$ cat config.mk
export PLATFORM = sky130hd
export DESIGN_NAME = ila_lane_aligner
export DESIGN_NICKNAME = d
export VERILOG_FILES = /design/src/rtl/lane_align_pkg.sv /design/src/rtl/lane_align_dp.sv /design/src/rtl/lane_align_ctrl.sv /design/src/rtl/ila_lane_aligner.sv
export SDC_FILE = /design/constraint.sdc
export NUM_CORES = 1
export LEC_CHECK = 0
export BUFFER_PORTS_ARGS = -buffer_cell sky130_fd_sc_hd__buf_2
export CORE_MARGIN = 1
export CORE_UTILIZATION = 65
export DETAILED_ROUTE_END_ITERATION = 8
export PLACE_DENSITY_LB_ADDON = 0.08
export SETUP_SLACK_MARGIN = 0.02
export SYNTH_ARGS = -nofsm -noshare
export SYNTH_HDL_FRONTEND = slang
export SYNTH_SLANG_ARGS = --single-unit
$ cat constraint.sdc
create_clock -name clk -period 7.37 [get_ports clk]
set_input_delay 0.737 -clock clk [delete_from_list [all_inputs] [get_ports clk]]
set_output_delay 0.737 -clock clk [all_outputs]
set_load 0.05 [all_outputs]
$ cat src/rtl/lane_align_pkg.sv
package lane_align_pkg;

  localparam logic [7:0] ALIGN_CHAR = 8'h7C;

  // strobes from control to the lane datapath
  typedef struct packed {
    logic clr;     // clear all lane pointers and counts
    logic hunt;    // search for the selected alignment character
    logic rdEn;    // read all lane buffers this cycle
    logic manual;  // fixed-delay operation
  } alignCtrl_t;

endpackage

$ cat src/rtl/lane_align_dp.sv
module lane_align_dp
  import lane_align_pkg::*;
#(
  parameter int NUM_LANES = 4,
  parameter int DATA_W    = 8,
  parameter int BUF_DEPTH = 16,
  parameter int DLY_W     = 4
) (
  input  logic                          clk,
  input  logic                          rstN,
  input  alignCtrl_t                    ctrl,
  input  logic [NUM_LANES*DATA_W-1:0]   laneData,
  input  logic [NUM_LANES-1:0]          laneK,
  input  logic [NUM_LANES-1:0]          laneLock,
  input  logic [1:0]                    aSel,
  input  logic [NUM_LANES*DLY_W-1:0]    manualDelay,
  output logic [NUM_LANES-1:0]          laneHit,
  output logic [NUM_LANES-1:0]          laneOvf,
  output logic [NUM_LANES*DATA_W-1:0]   outData
);

  localparam int AW = $clog2(BUF_DEPTH);
  localparam int PW = AW + 1;

  for (genvar g = 0; g < NUM_LANES; g++) begin : g_lane
    logic [DATA_W-1:0] mem [BUF_DEPTH];
    logic [PW-1:0]     wrPtr, rdPtr, occ;
    logic [1:0]        aCnt;
    logic              hit, isAlign, hitNow, wrEn, laneClr;
    logic [DATA_W-1:0] din, outQ;
    logic [DLY_W-1:0]  dly;
    logic [AW-1:0]     rdAddr;

    assign din      = laneData[g*DATA_W +: DATA_W];
    assign dly      = manualDelay[g*DLY_W +: DLY_W];
    assign isAlign  = laneK[g] && (din == DATA_W'(ALIGN_CHAR));
    assign laneClr  = ctrl.clr || (!ctrl.manual && !laneLock[g]);
    assign hitNow   = ctrl.hunt && isAlign && !hit && (aCnt == aSel);
    assign wrEn     = ctrl.manual || hit || hitNow;
    assign occ      = wrPtr - rdPtr;
    assign laneOvf[g] = !ctrl.manual && wrEn && !ctrl.rdEn && (occ == PW'(BUF_DEPTH));
    assign rdAddr   = ctrl.manual ? (wrPtr[AW-1:0] - AW'(1) - AW'(dly)) : rdPtr[AW-1:0];
    assign laneHit[g] = hit;
    assign outData[g*DATA_W +: DATA_W] = outQ;

    always_ff @(posedge clk or negedge rstN) begin
      if (!rstN) begin
        wrPtr <= '0;
        rdPtr <= '0;
        aCnt  <= '0;
        hit   <= 1'b0;
      end else if (laneClr) begin
        wrPtr <= '0;
        rdPtr <= '0;
        aCnt  <= '0;
        hit   <= 1'b0;
      end else begin
        if (wrEn) wrPtr <= wrPtr + PW'(1);
        if (ctrl.rdEn && !ctrl.manual) rdPtr <= rdPtr + PW'(1);
        if (hitNow) hit <= 1'b1;
        else if (ctrl.hunt && isAlign && !hit) aCnt <= aCnt + 2'd1;
      end
    end

    always_ff @(posedge clk) begin
      if (wrEn) mem[wrPtr[AW-1:0]] <= din;
    end

    always_ff @(posedge clk or negedge rstN) begin
      if (!rstN)                          outQ <= '0;
      else if (laneClr)                   outQ <= '0;
      else if (ctrl.manual || ctrl.rdEn)  outQ <= mem[rdAddr];
    end
  end

endmodule

$ cat src/rtl/lane_align_ctrl.sv
module lane_align_ctrl
  import lane_align_pkg::*;
#(
  parameter int NUM_LANES = 4,
  parameter int BUF_DEPTH = 16
) (
  input  logic                 clk,
  input  logic                 rstN,
  input  logic                 manualMode,
  input  logic [NUM_LANES-1:0] laneLock,
  input  logic [NUM_LANES-1:0] laneHit,
  input  logic [NUM_LANES-1:0] laneOvf,
  output alignCtrl_t           ctrl,
  output logic                 outValid,
  output logic                 alignErr
);

  localparam int FILL_LEN = BUF_DEPTH + 1;
  localparam int FW       = $clog2(FILL_LEN + 1);

  typedef enum logic [1:0] {ST_HUNT, ST_RUN, ST_ERR} alignState_t;

  alignState_t state, stNext;
  logic          modeQ, modeChg, allHit, anyOvf, anyDrop;
  logic [FW-1:0] fillCnt;

  assign modeChg = modeQ != manualMode;
  assign allHit  = &laneHit;
  assign anyOvf  = |laneOvf;
  assign anyDrop = !(&laneLock);

  always_comb begin
    ctrl.manual = manualMode;
    ctrl.hunt   = !manualMode && (state == ST_HUNT);
    ctrl.rdEn   = !manualMode && ((state == ST_RUN) || (state == ST_HUNT && allHit));
    ctrl.clr    = modeChg || (!manualMode && (state == ST_ERR || (state == ST_RUN && anyDrop)));
  end

  always_comb begin
    stNext = state;
    if (manualMode || modeChg) stNext = ST_HUNT;
    else begin
      unique case (state)
        ST_HUNT: if (anyOvf) stNext = ST_ERR; else if (allHit) stNext = ST_RUN;
        ST_RUN:  if (anyDrop) stNext = ST_HUNT;
        ST_ERR:  if (anyDrop) stNext = ST_HUNT;
        default: stNext = ST_HUNT;
      endcase
    end
  end

  always_ff @(posedge clk or negedge rstN) begin
    if (!rstN) begin
      state    <= ST_HUNT;
      modeQ    <= 1'b0;
      fillCnt  <= '0;
      outValid <= 1'b0;
      alignErr <= 1'b0;
    end else begin
      state    <= stNext;
      modeQ    <= manualMode;
      alignErr <= stNext == ST_ERR;
      if (!manualMode || modeChg)           fillCnt <= '0;
      else if (fillCnt != FW'(FILL_LEN))    fillCnt <= fillCnt + FW'(1);
      outValid <= manualMode ? (fillCnt == FW'(FILL_LEN)) : ctrl.rdEn;
    end
  end

endmodule

$ cat src/rtl/ila_lane_aligner.sv
module ila_lane_aligner
  import lane_align_pkg::*;
#(
  parameter int NUM_LANES = 4,
  parameter int DATA_W    = 8,
  parameter int BUF_DEPTH = 16,
  parameter int DLY_W     = 4
) (
  input  logic                        clk,
  input  logic                        rstN,
  input  logic [NUM_LANES*DATA_W-1:0] laneData,
  input  logic [NUM_LANES-1:0]        laneK,
  input  logic [NUM_LANES-1:0]        laneLock,
  input  logic [1:0]                  aSel,
  input  logic                        manualMode,
  input  logic [NUM_LANES*DLY_W-1:0]  manualDelay,
  output logic [NUM_LANES*DATA_W-1:0] outData,
  output logic                        outValid,
  output logic                        alignErr
);

  alignCtrl_t           ctrl;
  logic [NUM_LANES-1:0] laneHit, laneOvf;

  lane_align_ctrl #(.NUM_LANES(NUM_LANES), .BUF_DEPTH(BUF_DEPTH)) u_ctrl (
    .clk(clk), .rstN(rstN), .manualMode(manualMode), .laneLock(laneLock),
    .laneHit(laneHit), .laneOvf(laneOvf), .ctrl(ctrl),
    .outValid(outValid), .alignErr(alignErr)
  );

  lane_align_dp #(.NUM_LANES(NUM_LANES), .DATA_W(DATA_W), .BUF_DEPTH(BUF_DEPTH),
                  .DLY_W(DLY_W)) u_dp (
    .clk(clk), .rstN(rstN), .ctrl(ctrl), .laneData(laneData), .laneK(laneK),
    .laneLock(laneLock), .aSel(aSel), .manualDelay(manualDelay),
    .laneHit(laneHit), .laneOvf(laneOvf), .outData(outData)
  );

endmodule

[Yosys cells after proc, flatten, opt, wreduce, memory -nomap -nowiden]
Memory sizes are Yosys's and may differ from the RTL's.
Cells that the tools add are included.
Word-level totals
  logic and storage cells: 237
  bits of input ports: 61
  bits in writable memories: 512
  memories kept: 4
  output and inout bits: 34
  register bits: 94
Cells by class
  reductions and logical operators: 97
  mux-type cells: 64
  equal/unequal tests: 22
  add/sub/neg operators: 25
Memories
  u_dp.g_lane[0].mem: depth 16, width 8, rd ports 1, clocked after Yosys merged registers in 0, wr ports 1, line lane_align_dp.sv:26  | logic [DATA_W-1:0] mem [BUF_DEPTH];
  u_dp.g_lane[1].mem: depth 16, width 8, rd ports 1, clocked after Yosys merged registers in 0, wr ports 1, line lane_align_dp.sv:26
  u_dp.g_lane[2].mem: depth 16, width 8, rd ports 1, clocked after Yosys merged registers in 0, wr ports 1, line lane_align_dp.sv:26
  u_dp.g_lane[3].mem: depth 16, width 8, rd ports 1, clocked after Yosys merged registers in 0, wr ports 1, line lane_align_dp.sv:26
Operator list (number)
  2-to-1 mux 5 bit: 18
  2-to-1 mux 8 bit: 8
  adder 5 x 1 -> 5 bit, second input constant: 9
  nonzero test 2 bit: 21
  logical AND 1 bit: 38
  equality test 8 x 7 -> 1 bit, second input constant: 4
  2-to-1 mux 2 bit: 16
  equality test 5 bit, second input constant: 5
  subtractor 5 bit: 4
  logical OR 1 bit: 18
  2-to-1 mux 1 bit: 17
  2-to-1 mux 4 bit: 4
  subtractor 4 x 1 -> 4 bit, second input constant: 4
  subtractor 4 bit: 4
  zero test 1 bit: 11
  adder 2 x 1 -> 2 bit, second input constant: 4
  equality test 2 bit: 4
  inequality test 2 bit, second input constant: 4
  AND reduction 2 bit: 4
  AND reduction 4 bit: 2
  inequality test 5 bit, second input constant: 1
  equality test 2 bit, second input constant: 2
  one-hot mux 2 bit (2 select lines): 1
  OR reduction 4 bit: 1
  4 further kinds: 4

[Logic depth before layout (Yosys ltp)]
  depth after elaboration: 14
  depth in mapped cells: 11
  depth with buffers taken out: 10

[Modules after synthesis]
Synthesis repeated with hierarchy kept, for this count alone.
Second synthesis, totals
  cells, all modules: 1509
  area, all modules: 25643.3 um^2
Modules (own cells, without submodules)
  lane_align_dp: cells an instance 1453, seq. area each 17476.8 um^2, area an instance 25026.5 um^2, instances 1
  lane_align_ctrl: cells an instance 56, seq. area each 250.2 um^2, area an instance 616.8 um^2, instances 1

[Worst setup path before layout]
OpenSTA, ideal clock, no wires.
  kind: input to register
  from: input manualMode
  to: memory u_dp.g_lane[1].mem[0][0], enable pin
  stages: 6
  data arrival time: 2543 ps
  slack: 4444 ps
  setup time: 383 ps
  buffers on the path: 1
  required time: 6987 ps
  path through: buf_6 -> nand4bb_1 -> or4_4 -> o21ai_4 -> nand2_1 -> nor3_1
Between the ends
  word-level cells in the longest chain between the ends: 8
  elaborated cells between the ends (all ways): 9
  those cells by class: mux (2); reduce/logical (7)
Ends and longest elaborated chain
  from (decl): line ila_lane_aligner.sv:15  | input logic manualMode,
  zero test 1 bit: line lane_align_ctrl.sv:34  | ctrl.hunt = !manualMode && (state == ST_HUNT);
  logical AND 1 bit: line lane_align_ctrl.sv:34
  logical AND 1 bit (3 in series): line lane_align_dp.sv:38  | assign hitNow = ctrl.hunt && isAlign && !hit && (aCnt == aSel);
  logical OR 1 bit (*): line lane_align_dp.sv:39  | assign wrEn = ctrl.manual || hit || hitNow;
  2-to-1 mux 1 bit (*): line lane_align_dp.sv:66  | if (wrEn) mem[wrPtr[AW-1:0]] <= din;
  2-to-1 mux 1 bit (not written as such) (*): line lane_align_dp.sv:66
  to (decl): line lane_align_dp.sv:26
Mark *: on every way between the ends. The rest lies on a longest branch, timed or not.

[Worst setup path after layout]
  from: register u_ctrl.state[0]
  to: memory u_dp.g_lane[0].mem[3][3], enable pin
Between the ends
  word-level cells in the longest chain between the ends: 8
Ends and longest elaborated chain
  from (decl): line lane_align_ctrl.sv:23  | alignState_t state, stNext;
  from (signal assigned): line lane_align_ctrl.sv:60  | state <= stNext;
  zero test 2 bit: line lane_align_ctrl.sv:34
  logical AND 1 bit: line lane_align_ctrl.sv:34
  logical AND 1 bit (3 in series): line lane_align_dp.sv:38
  logical OR 1 bit: line lane_align_dp.sv:39
  2-to-1 mux 1 bit: line lane_align_dp.sv:66
  2-to-1 mux 1 bit (not written as such): line lane_align_dp.sv:66
  to (decl): line lane_align_dp.sv:26
Every way passes these cells.

==> metrics.txt <==
uppermost metal layer occupied by signal nets met4; most used flip-flop cell after synthesis sky130_fd_sc_hd__edfxtp_1; clk_lat worst skew 0.61 ns; Yosys top cell by area sky130_fd_sc_hd__edfxtp_1; total number of nets in the final design 1726; Starting Density 66.3%; Pins Over Slew Limit 0; post-synth cell types 54; final-report hold violation count 0; Worst Tran Pin Value 1.37 ns; crit path kind register to register; reported max-cap violation count 0; fraction of synthesis flops using an asynchronous set or reset pin 15.5%; cts-stage hold buffer count 0; Area contributors post-synth sky130_fd_sc_hd__edfxtp_1 (60%), sky130_fd_sc_hd__mux4_2 (10%), sky130_fd_sc_hd__dfrtp_1 (9.1%); highest achievable clock rate 270 MHz; final setup fails 0; floorplan core area 0.0388 sq mm; Vias 13600; family with the most delay on the worst path simple AND/OR/NAND/NOR gates; standard cell with the maximum stage delay on the critical path sky130_fd_sc_hd__nor3_1; multi-input logic area 0.00768 sq mm; tightest hold margin 0.0354 ns; H-tree levels 2; worst r2r path cells 7; Min-Delay Path Class primary input to async pin; fraction of synthesized cell area taken by the top area cell type 59.7%; amount of wire on met2 after detailed routing 26.8 mm; Root Buffer sky130_fd_sc_hd__clkbuf_16; DR DRC count 0; top library cells by usage in the layout, fill and taps aside sky130_fd_sc_hd__edfxtp_1 (512), sky130_fd_sc_hd__nor2_1 (129), sky130_fd_sc_hd__mux4_2 (117); overall global routing resource usage 28.0%; critical-path maximum fanout 9; vias in the first global route 14000; Detailed Route WL 54.0 mm; sequential cell area fraction in the yosys report 68.8%; signal arrival time at the worst endpoint 3.92 ns; FP Rows 72; Leakage 10.6 nW; worst path bufs/invs 1; summed negative setup slack over all endpoints 0 ns; type of destination of the critical path register; Power Total 7.43 mW; TritonCTS clock tree done; clock period minus worst slack 3.71 ns; power density normalized to cell area 259 mW/mm^2; fraction of the cycle the final worst path needs 50.3%; run status complete, no violations; placer's final routability congestion estimate 0.813; number of enable flip-flop cells after synthesis 512; first-pass GRT wire length 84.2 mm; remaining max-slew budget at the tightest pin 7.65%; clock skew after layout 0.0204 ns; share of post-route cells with drive strength above 1 20.9%; flip-flop and latch count after synthesis 606; fillcell total 2332; Yosys warnings 0; Resized Gates After CTS 0; IO Count 95; maximum clock insertion buffer count 3; vertical die dimension 201 um; FF/Latch Area 0.0177 sq mm; Worst Setup Start Kind register; clock-pin slew of the registers on the worst-case setup and hold paths 0.06 ns; Post-Syn Area per Cell 17.3 sq um; total congestion overflow 0; data required time of the critical path 7.58 ns; number of nets with antenna violations after detailed routing 0; WP depth 7; Setup Slack @ Placement 3.38 ns; antenna violations before repair 0; first-pass detailed-route iteration total 5; synthesized instance count 1492; maximum VDD drop 210 uV; vias per cell 6.25; routed metal-1 wirelength 23.0 mm; most common cell after layout, fill and taps aside sky130_fd_sc_hd__edfxtp_1; number of DRC markers after the initial detailed-route iteration 1277; maximum single-stage delay on the critical path 1.09 ns; area added between synthesis and finish 11.2%; critical-path cell list inv_1 -> ha_1 -> nor2b_1 -> nand3b_1 -> o31ai_4 -> nand2_1 -> nor3_1; final worst setup slack 3.66 ns; setup repair after global routing missed its margin false; average wire per standard cell 24.9 um; die width 201 um; met3 WL post-DR 3.20 mm; detailed placement HPWL 33.7 mm; diode count 0; Post-Synthesis Net Count 1613; number of I/O port buffers 94; number of setup buffers added after CTS 0; Netlist Area Pre-Place 0.0258 sq mm; number of clock sinks 606; largest net degree at the start of global routing 71; area of the die 0.0404 sq mm; total clock buffers created by CTS 57
Yosys cell counts, drive strengths merged, types with 4 or more instances:
cell type and count:
a21oi 53, nand3 6, ha 56, a21o 4, and2 4, inv 40, nor2b 10, mux2i 112
clkbuf 22, edfxtp 512, nand2b 11, dfrtp 94, nand3b 4, buf 36, mux4 128, nand4 19
nor3 22, xnor2 55, nand2 105, fa 4, o21ai 14, nor2 130, xor2 21
cell families (layout without fill, tap and decap cells):
kind of cell	Yosys count	in the layout	share of synthesized area (%)
AO/OA/AOI/OAI	84	84	2.05
XOR/XNOR	76	76	2.58
adder cells (fa/ha/maj)	60	60	3.03
buffers and inverters	98	260	2.00
flip-flops	606	606	68.8
multiplexers	240	240	15.8
AND/OR/NAND/NOR	328	328	5.75
worst paths after layout:
path                                                        to  slack, ns                               start
max                         u_dp.g_lane[0].mem[3][3]$_DFFE_PP_       3.66           u_ctrl.state[0]$_DFF_PN0_
min                         u_dp.g_lane[2].outQ[1]$_DFFE_PN0P_       0.04                                rstN
max reg2reg                 u_dp.g_lane[0].mem[3][3]$_DFFE_PP_       3.66           u_ctrl.state[0]$_DFF_PN0_
min reg2reg                 u_dp.g_lane[0].outQ[1]$_DFFE_PN0P_       0.52  u_dp.g_lane[0].outQ[1]$_DFFE_PN0P_
max in group asynchronous  u_dp.g_lane[3].wrPtr[3]$_DFFE_PN0P_       6.00                                rstN
min in group clk            u_dp.g_lane[0].outQ[1]$_DFFE_PN0P_       0.52  u_dp.g_lane[0].outQ[1]$_DFFE_PN0P_
registers in the layout, indices dropped and copies added, names as in the netlist:
register,cells
u_ctrl.outValid,1
u_dp.g_lane.mem,512
u_dp.g_lane.aCnt,8
u_dp.g_lane.wrPtr,20
u_dp.g_lane.hit,4
u_ctrl.modeQ,1
u_ctrl.fillCnt,5
u_dp.g_lane.outQ,32
u_ctrl.state,2
u_dp.g_lane.rdPtr,20
u_ctrl.alignErr,1
stage by stage:
step	instances	util, %	instance area [sq um]
6_report	2172	73.8	28600
2_1_floorplan	1492	-	25800
4_1_cts	2172	73.7	28600
5_1_grt	2172	73.8	28600
3_5_place_dp	2064	69.0	26800
3_3_place_gp	2064	68.9	26800
where the power goes:
part / internal [mW] / switching, mW / total (mW)
registers: 3.78 / 0.0322 / 3.81
logic: 0.289 / 0.442 / 0.731
clock network: 1.67 / 1.22 / 2.89
metal layers:
metal,GRT usage [%],up-vias
li1,-,5972
met1,41.1,7031
met2,45.4,498
met3,3.41,72
met4,7.77,0
met5,0,-
worst register-to-register path: stages, from the launching register on:
cell and delay [ns]:
sky130_fd_sc_hd__dfrtp_1 0.44, sky130_fd_sc_hd__inv_1 0.13, sky130_fd_sc_hd__ha_1 0.35, sky130_fd_sc_hd__nor2b_1 0.40, sky130_fd_sc_hd__nand3b_1 0.24, sky130_fd_sc_hd__o31ai_4 0.43
sky130_fd_sc_hd__nand2_1 0.25, sky130_fd_sc_hd__nor3_1 1.09
area by class of cell:
class                           instances  share of cell area, %
Sequential cell                       606                   61.9
Multi-Input combinational cell        788                   26.8
Clock buffer                           91                   5.75
Tap cell                              518                   2.26
Timing Repair Buffer                  112                   2.12
Clock inverter                         17                  0.673
Inverter                               40                  0.524
No activity file was read; power rests on OpenSTA's default activity.
